$ cat config.mk
export PLATFORM = sky130hd
export DESIGN_NAME = cgen_regbank
export DESIGN_NICKNAME = d
export VERILOG_FILES = /design/src/rtl/cgen_pkg.sv /design/src/rtl/cgen_seq.sv /design/src/rtl/cgen_store.sv /design/src/rtl/cgen_rdmux.sv /design/src/rtl/cgen_regbank.sv
export SDC_FILE = /design/constraint.sdc
export NUM_CORES = 1
export LEC_CHECK = 0
export BUFFER_PORTS_ARGS = -buffer_cell sky130_fd_sc_hd__buf_2
export CAP_MARGIN = 20
export CORE_UTILIZATION = 57
export CTS_CLUSTER_SIZE = 20
export DETAILED_ROUTE_END_ITERATION = 16
export PLACE_DENSITY = 0.86
export SYNTH_ARGS = -nofsm -noshare
export SYNTH_HDL_FRONTEND = slang
export SYNTH_HIERARCHICAL = 1
export SYNTH_SLANG_ARGS = --single-unit
$ cat constraint.sdc
create_clock -name pclk -period 4.2 [get_ports pclk]
set_input_delay 0.21 -clock pclk [delete_from_list [all_inputs] [get_ports pclk]]
set_output_delay 0.21 -clock pclk [all_outputs]
set_load 0.02 [all_outputs]
$ cat src/rtl/cgen_pkg.sv
package cgen_pkg;

  typedef enum logic [1:0] {
    SQ_IDLE  = 2'd0,
    SQ_READ  = 2'd1,
    SQ_WRITE = 2'd2
  } sq_state_e;

  localparam int WORD_W   = 32;
  localparam int NUM_WORDS = 9;
  localparam int LOCK_POS = 31;

  localparam int IX_CTL  = 0;
  localparam int IX_DIV  = 1;
  localparam int IX_FRAC = 2;
  localparam int IX_SPR1 = 3;
  localparam int IX_SPR2 = 4;
  localparam int IX_DOM0 = 5;

  localparam logic [WORD_W-1:0] CTL_KEEP  = 32'h0303_3F03;
  localparam logic [WORD_W-1:0] DIV_KEEP  = 32'h07FF_0007;
  localparam logic [WORD_W-1:0] FRAC_KEEP = 32'h00FF_FFFF;
  localparam logic [WORD_W-1:0] SPR1_KEEP = 32'h0000_07FF;
  localparam logic [WORD_W-1:0] SPR2_KEEP = 32'h00FF_FFFF;

  localparam logic [WORD_W-1:0] CTL_INIT = 32'h0300_0103;
  localparam logic [WORD_W-1:0] DIV_INIT = 32'h00A0_0004;

endpackage

$ cat src/rtl/cgen_seq.sv
module cgen_seq
  import cgen_pkg::*;
(
  input  logic clk,
  input  logic rst_n,
  input  logic psel,
  input  logic penable,
  input  logic pwrite,
  output logic rd_en,
  output logic wr_en,
  output logic ready
);

  sq_state_e state_q, state_d;

  always_comb begin
    state_d = SQ_IDLE;
    if (state_q == SQ_IDLE && psel && penable)
      state_d = pwrite ? SQ_WRITE : SQ_READ;
  end

  always_ff @(posedge clk or negedge rst_n) begin
    if (!rst_n) state_q <= SQ_IDLE;
    else        state_q <= state_d;
  end

  assign rd_en = (state_q == SQ_READ);
  assign wr_en = (state_q == SQ_WRITE);
  assign ready = rd_en | wr_en;

  assert_ready_after_req_R2: assert property (@(posedge clk) disable iff (!rst_n)
    (!ready && psel && penable) |=> ready);

  assert_back_to_idle_R2: assert property (@(posedge clk) disable iff (!rst_n)
    ready |=> !ready);

  assert_no_spurious_R2: assert property (@(posedge clk) disable iff (!rst_n)
    !(psel && penable) |=> !ready);

endmodule

$ cat src/rtl/cgen_store.sv
module cgen_store
  import cgen_pkg::*;
#(
  parameter int IDX_W   = 10,
  parameter int DOM_W   = 10,
  parameter int NUM_DOM = 4,
  parameter logic [DOM_W-1:0] LAST_DOM_INIT = 10'h028
)(
  input  logic                          clk,
  input  logic                          rst_n,
  input  logic                          wr_en,
  input  logic [IDX_W-1:0]              idx,
  input  logic [WORD_W-1:0]             wdata,
  output logic [WORD_W-1:0]             ctl_q,
  output logic [WORD_W-1:0]             div_q,
  output logic [WORD_W-1:0]             frac_q,
  output logic [WORD_W-1:0]             spr1_q,
  output logic [WORD_W-1:0]             spr2_q,
  output logic [NUM_DOM-1:0][DOM_W-1:0] dom_q
);

  localparam int LAST_IX = IX_DOM0 + NUM_DOM - 1;

  logic hit_ctl, hit_div, hit_frac, hit_spr1, hit_spr2;

  assign hit_ctl  = wr_en && (idx == IDX_W'(IX_CTL));
  assign hit_div  = wr_en && (idx == IDX_W'(IX_DIV));
  assign hit_frac = wr_en && (idx == IDX_W'(IX_FRAC));
  assign hit_spr1 = wr_en && (idx == IDX_W'(IX_SPR1));
  assign hit_spr2 = wr_en && (idx == IDX_W'(IX_SPR2));

  always_ff @(posedge clk or negedge rst_n) begin
    if (!rst_n) begin
      ctl_q  <= CTL_INIT;
      div_q  <= DIV_INIT;
      frac_q <= '0;
      spr1_q <= '0;
      spr2_q <= '0;
    end else begin
      if (hit_ctl)  ctl_q  <= wdata & CTL_KEEP;
      if (hit_div)  div_q  <= wdata & DIV_KEEP;
      if (hit_frac) frac_q <= wdata & FRAC_KEEP;
      if (hit_spr1) spr1_q <= wdata & SPR1_KEEP;
      if (hit_spr2) spr2_q <= wdata & SPR2_KEEP;
    end
  end

  for (genvar g = 0; g < NUM_DOM; g++) begin : g_dom
    localparam logic [DOM_W-1:0] INIT = (g == NUM_DOM - 1) ? LAST_DOM_INIT : '0;
    logic hit;
    assign hit = wr_en && (idx == IDX_W'(IX_DOM0 + g));
    always_ff @(posedge clk or negedge rst_n) begin
      if (!rst_n)   dom_q[g] <= INIT;
      else if (hit) dom_q[g] <= wdata[DOM_W-1:0];
    end
  end

  assert_oob_no_effect_R7: assert property (@(posedge clk) disable iff (!rst_n)
    (wr_en && idx > IDX_W'(LAST_IX)) |=>
      ($stable(ctl_q) && $stable(div_q) && $stable(frac_q) &&
       $stable(spr1_q) && $stable(spr2_q) && $stable(dom_q)));

  assert_hold_without_write_R3: assert property (@(posedge clk) disable iff (!rst_n)
    !wr_en |=> ($stable(ctl_q) && $stable(div_q) && $stable(dom_q)));

  assert_reserved_zero_R6: assert property (@(posedge clk) disable iff (!rst_n)
    wr_en |=> ((ctl_q & ~CTL_KEEP) == '0 && (div_q & ~DIV_KEEP) == '0 &&
               (spr1_q & ~SPR1_KEEP) == '0));

endmodule

$ cat src/rtl/cgen_rdmux.sv
module cgen_rdmux
  import cgen_pkg::*;
#(
  parameter int IDX_W   = 10,
  parameter int DOM_W   = 10,
  parameter int NUM_DOM = 4
)(
  input  logic                          rd_en,
  input  logic [IDX_W-1:0]              idx,
  input  logic                          lock,
  input  logic [WORD_W-1:0]             ctl_q,
  input  logic [WORD_W-1:0]             div_q,
  input  logic [WORD_W-1:0]             frac_q,
  input  logic [WORD_W-1:0]             spr1_q,
  input  logic [WORD_W-1:0]             spr2_q,
  input  logic [NUM_DOM-1:0][DOM_W-1:0] dom_q,
  output logic [WORD_W-1:0]             rdata
);

  logic [WORD_W-1:0] sel;

  always_comb begin
    sel = '0;
    if (idx == IDX_W'(IX_CTL)) begin
      sel = ctl_q;
      sel[LOCK_POS] = lock;
    end
    if (idx == IDX_W'(IX_DIV))  sel = div_q;
    if (idx == IDX_W'(IX_FRAC)) sel = frac_q;
    if (idx == IDX_W'(IX_SPR1)) sel = spr1_q;
    if (idx == IDX_W'(IX_SPR2)) sel = spr2_q;
    for (int g = 0; g < NUM_DOM; g++)
      if (idx == IDX_W'(IX_DOM0 + g)) sel = WORD_W'(dom_q[g]);
  end

  assign rdata = rd_en ? sel : '0;

endmodule

$ cat src/rtl/cgen_regbank.sv
module cgen_regbank
  import cgen_pkg::*;
#(
  parameter int ADDR_W = 12,
  parameter int DOM_W  = 10
)(
  input  logic              pclk,
  input  logic              presetn,
  input  logic              psel,
  input  logic              penable,
  input  logic              pwrite,
  input  logic [ADDR_W-1:0] paddr,
  input  logic [31:0]       pwdata,
  output logic [31:0]       prdata,
  output logic              pready,
  output logic              pslverr,
  input  logic              lock_in,
  output logic              cfg_bypass,
  output logic              cfg_loop_rst,
  output logic [5:0]        cfg_ref_pdiv,
  output logic [1:0]        cfg_mode,
  output logic              cfg_pdown,
  output logic              cfg_div_pdown,
  output logic [10:0]       cfg_fb_div,
  output logic [2:0]        cfg_out_div,
  output logic [23:0]       cfg_frac,
  output logic [10:0]       cfg_spr_rate,
  output logic [23:0]       cfg_spr_step,
  output logic [DOM_W-1:0]  soc_div,
  output logic [DOM_W-1:0]  per_div,
  output logic [DOM_W-1:0]  fab_div,
  output logic [DOM_W-1:0]  ref_div
);

  localparam int IDX_W   = ADDR_W - 2;
  localparam int NUM_DOM = 4;

  logic rd_en, wr_en;
  logic [IDX_W-1:0] idx;
  logic [WORD_W-1:0] ctl_q, div_q, frac_q, spr1_q, spr2_q;
  logic [NUM_DOM-1:0][DOM_W-1:0] dom_q;

  // misaligned addresses map to an index beyond the last word
  assign idx = (paddr[1:0] == 2'b00) ? paddr[ADDR_W-1:2] : '1;

  cgen_seq u_seq (
    .clk     (pclk),
    .rst_n   (presetn),
    .psel    (psel),
    .penable (penable),
    .pwrite  (pwrite),
    .rd_en   (rd_en),
    .wr_en   (wr_en),
    .ready   (pready)
  );

  cgen_store #(
    .IDX_W (IDX_W), .DOM_W (DOM_W), .NUM_DOM (NUM_DOM),
    .LAST_DOM_INIT (DOM_W'(10'h028))
  ) u_store (
    .clk    (pclk),
    .rst_n  (presetn),
    .wr_en  (wr_en),
    .idx    (idx),
    .wdata  (pwdata),
    .ctl_q  (ctl_q),
    .div_q  (div_q),
    .frac_q (frac_q),
    .spr1_q (spr1_q),
    .spr2_q (spr2_q),
    .dom_q  (dom_q)
  );

  cgen_rdmux #(.IDX_W (IDX_W), .DOM_W (DOM_W), .NUM_DOM (NUM_DOM)) u_rdmux (
    .rd_en  (rd_en),
    .idx    (idx),
    .lock   (lock_in),
    .ctl_q  (ctl_q),
    .div_q  (div_q),
    .frac_q (frac_q),
    .spr1_q (spr1_q),
    .spr2_q (spr2_q),
    .dom_q  (dom_q),
    .rdata  (prdata)
  );

  assign pslverr = 1'b0;

  assign cfg_bypass    = ctl_q[0];
  assign cfg_loop_rst  = ctl_q[1];
  assign cfg_ref_pdiv  = ctl_q[13:8];
  assign cfg_mode      = ctl_q[17:16];
  assign cfg_pdown     = ctl_q[24];
  assign cfg_div_pdown = ctl_q[25];
  assign cfg_fb_div    = div_q[26:16];
  assign cfg_out_div   = div_q[2:0];
  assign cfg_frac      = frac_q[23:0];
  assign cfg_spr_rate  = spr1_q[10:0];
  assign cfg_spr_step  = spr2_q[23:0];
  assign soc_div       = dom_q[0];
  assign per_div       = dom_q[1];
  assign fab_div       = dom_q[2];
  assign ref_div       = dom_q[3];

  assert_lock_readback_R5: assert property (@(posedge pclk) disable iff (!presetn)
    (rd_en && idx == '0) |-> (prdata[LOCK_POS] == lock_in));

  assert_idle_rdata_zero_R4: assert property (@(posedge pclk) disable iff (!presetn)
    !pready |-> (prdata == '0));

endmodule

==> metrics.txt <==
Tmin final=around 3.0 ns; Mapped Cells=between 600 and 700; average wire per standard cell=approximately 19 um; outcome=finished clean; Ant. Diodes=0; post-layout util=0.709; metal3 WL=1.73 mm; Ys Warns=6; WL met2=a little under 10 mm; relative slew slack=0.380; Initial Utilization=0.587; worst hold path type=primary input to register; number of top-level pins=209; # nets final=923; cell leakage power=5.00 nW; Final Total Pwr=3.04 mW; vias in the first global route=5860; crit-path max FO=18; Hold Vio Cnt, Final=0; hpwl dp=12.9 mm; Post-DRT Antenna Nets=0; Worst Skew=~0.0035 ns; Setup Viol. Count Final=0; Die ar.=0.0134 mm2; worst path arrival time=2.78 ns; 1st-iter DRT viols=~420; core area=0.0126 mm2; DR top layer=met4; Die Y-Extent=116 um; first-pass GRT wire length=30.6 mm; Mapped Area=0.00740 mm2; Fmax achieved=0.334 GHz; Slew Limit Fails=0; total CTS buffers=17; Max Buffers Root-to-Sink=2; CTS tree=yes; final wirelength=19.6 mm; CP required=3.99 ns; DRT Pass-1 Iters=4; critical path class=primary input to primary output; unrepaired setup endpoints after global routing=no; clk_lat worst skew=0.42 ns; clock-pin slew on the worst setup and hold paths=0.06 ns; Placer Congestion=0.791; peak supply drop=between 200 and 250 uV; Crit. End Element=primary output; WL met1=7.89 mm; CTS root buf=clkbuf_16; routed vias/inst=5.56; Rows=41; Clock Sinks=127; Pwr Density=340 mW/mm2; Mean Syn Cell Area=10.9 um2; GRT overflow=0; critical path launch point type=primary input; Die W=116 um; DRC=0; Vias=5864; Buffers on Ports=202; Final period util=0.712; H-tree depth=4; layout cells sized above 1=0.459; Layout area overhead=20.8%; postcts setup bufs=0; initial antenna violation count=0; largest net degree at the start of global routing=67; Max Cap Viol=0; Final TNS setup=0 ns; Least-Margin Pin Slew=0.923 ns; gr usage total=0.305
==> critical path, cell delays in order <==
cell and delay, ns:
buf_2 0.14, or3_2 0.70, nand2b_1 0.54, nor4_4 0.63, a21oi_1 0.16, a21oi_1 0.20
buf_2 0.19
==> cell usage in the layout, fill, tap and decap left out, types with 3 or more instances in the layout <==
| cell | n |
|---|---|
| nor4_4 | 3 |
| o22ai_1 | 10 |
| buf_2 | 201 |
| conb_1 | 75 |
| bufinv_16 | 5 |
| a21oi_1 | 26 |
| clkinv_2 | 3 |
| nand3_1 | 6 |
| nand4_1 | 3 |
| dfrtp_1 | 117 |
| a211oi_1 | 7 |
| o221ai_1 | 21 |
| nand2b_1 | 23 |
| dfstp_2 | 10 |
| or3_1 | 8 |
| o32ai_1 | 7 |
| buf_4 | 12 |
| o21ai_0 | 30 |
| o21ai_1 | 5 |
| clkbuf_16 | 17 |
| nor2_1 | 65 |
| nor3_1 | 13 |
| inv_1 | 5 |
| ha_1 | 3 |
| mux2i_1 | 31 |
| mux2_2 | 133 |
==> where the power goes <==
group | internal [mW] | leakage (nW) | switching (mW)
registers | 1.23 | 1.74 | 0.000410
logic | 0.0577 | 2.94 | 0.111
clock network | 1.09 | 0.324 | 0.562
total | 2.37 | 5.00 | 0.673
==> flip-flops by register name (all words and copies together) (netlist names) <==
| register | cells |
|---|---|
| u_seq/state_q | 2 |
| u_store/ctl_q | 12 |
| u_store/div_q | 14 |
| u_store/dom_q | 40 |
| u_store/frac_q | 24 |
| u_store/spr1_q | 11 |
| u_store/spr2_q | 24 |
==> metal layers <==
| layer | track usage | up-vias |
|---|---|---|
| li1 | - | 2694 |
| met1 | 0.363 | 2891 |
| met2 | 0.517 | 248 |
| met3 | 0.0952 | 31 |
| met4 | 0.120 | 0 |
| met5 | 0 | - |
==> what timing repair did <==
action | CTS | global route
hold buffers | 1 | 0
resized for setup | 0 | 0
hold endpoints to repair | 59 | 0
==> through the flow <==
stage	cells	setup WS, ns	instance area [um2]	hold slack [ns]
floorplan	750	1.83	7680	-0.0856
global placement	1022	1.07	8270	0.350
detailed placement	1022	1.01	8270	0.351
CTS	1055	1.25	8940	0.0166
global route	1055	1.09	8940	0.0191
finish	1055	1.21	8940	0.0277
==> path summary, 6_finish.rpt <==
| path | startpoint | endpoint | slack, ns | cells after the start |
|---|---|---|---|---|
| worst max register to register | u_seq/state_q[0] | u_store/div_q[18] | 1.70 | 5 |
| worst min register to register | u_store/spr2_q[20] | u_store/spr2_q[20] | 0.53 | 1 |
| worst min-delay path | pwdata[24] | u_store/ctl_q[24] | 0.03 | 2 |
| min in group asynchronous | presetn | u_store/frac_q[16] | 0.47 | 2 |
| max in group asynchronous | presetn | u_store/ctl_q[25] | 2.69 | 3 |
| worst max-delay path | paddr[1] | prdata[8] | 1.21 | 7 |
==> area by class of cell <==
type	count	area (um2)
clock inverter	13	208
sequential	127	3190
inverter	5	18.8
fill	943	3680
timing repair buffer	215	1130
clock buffer	19	453
multi-input combinational	504	3730
tap	172	215
Note: power is estimated with default switching activity, not from simulation.
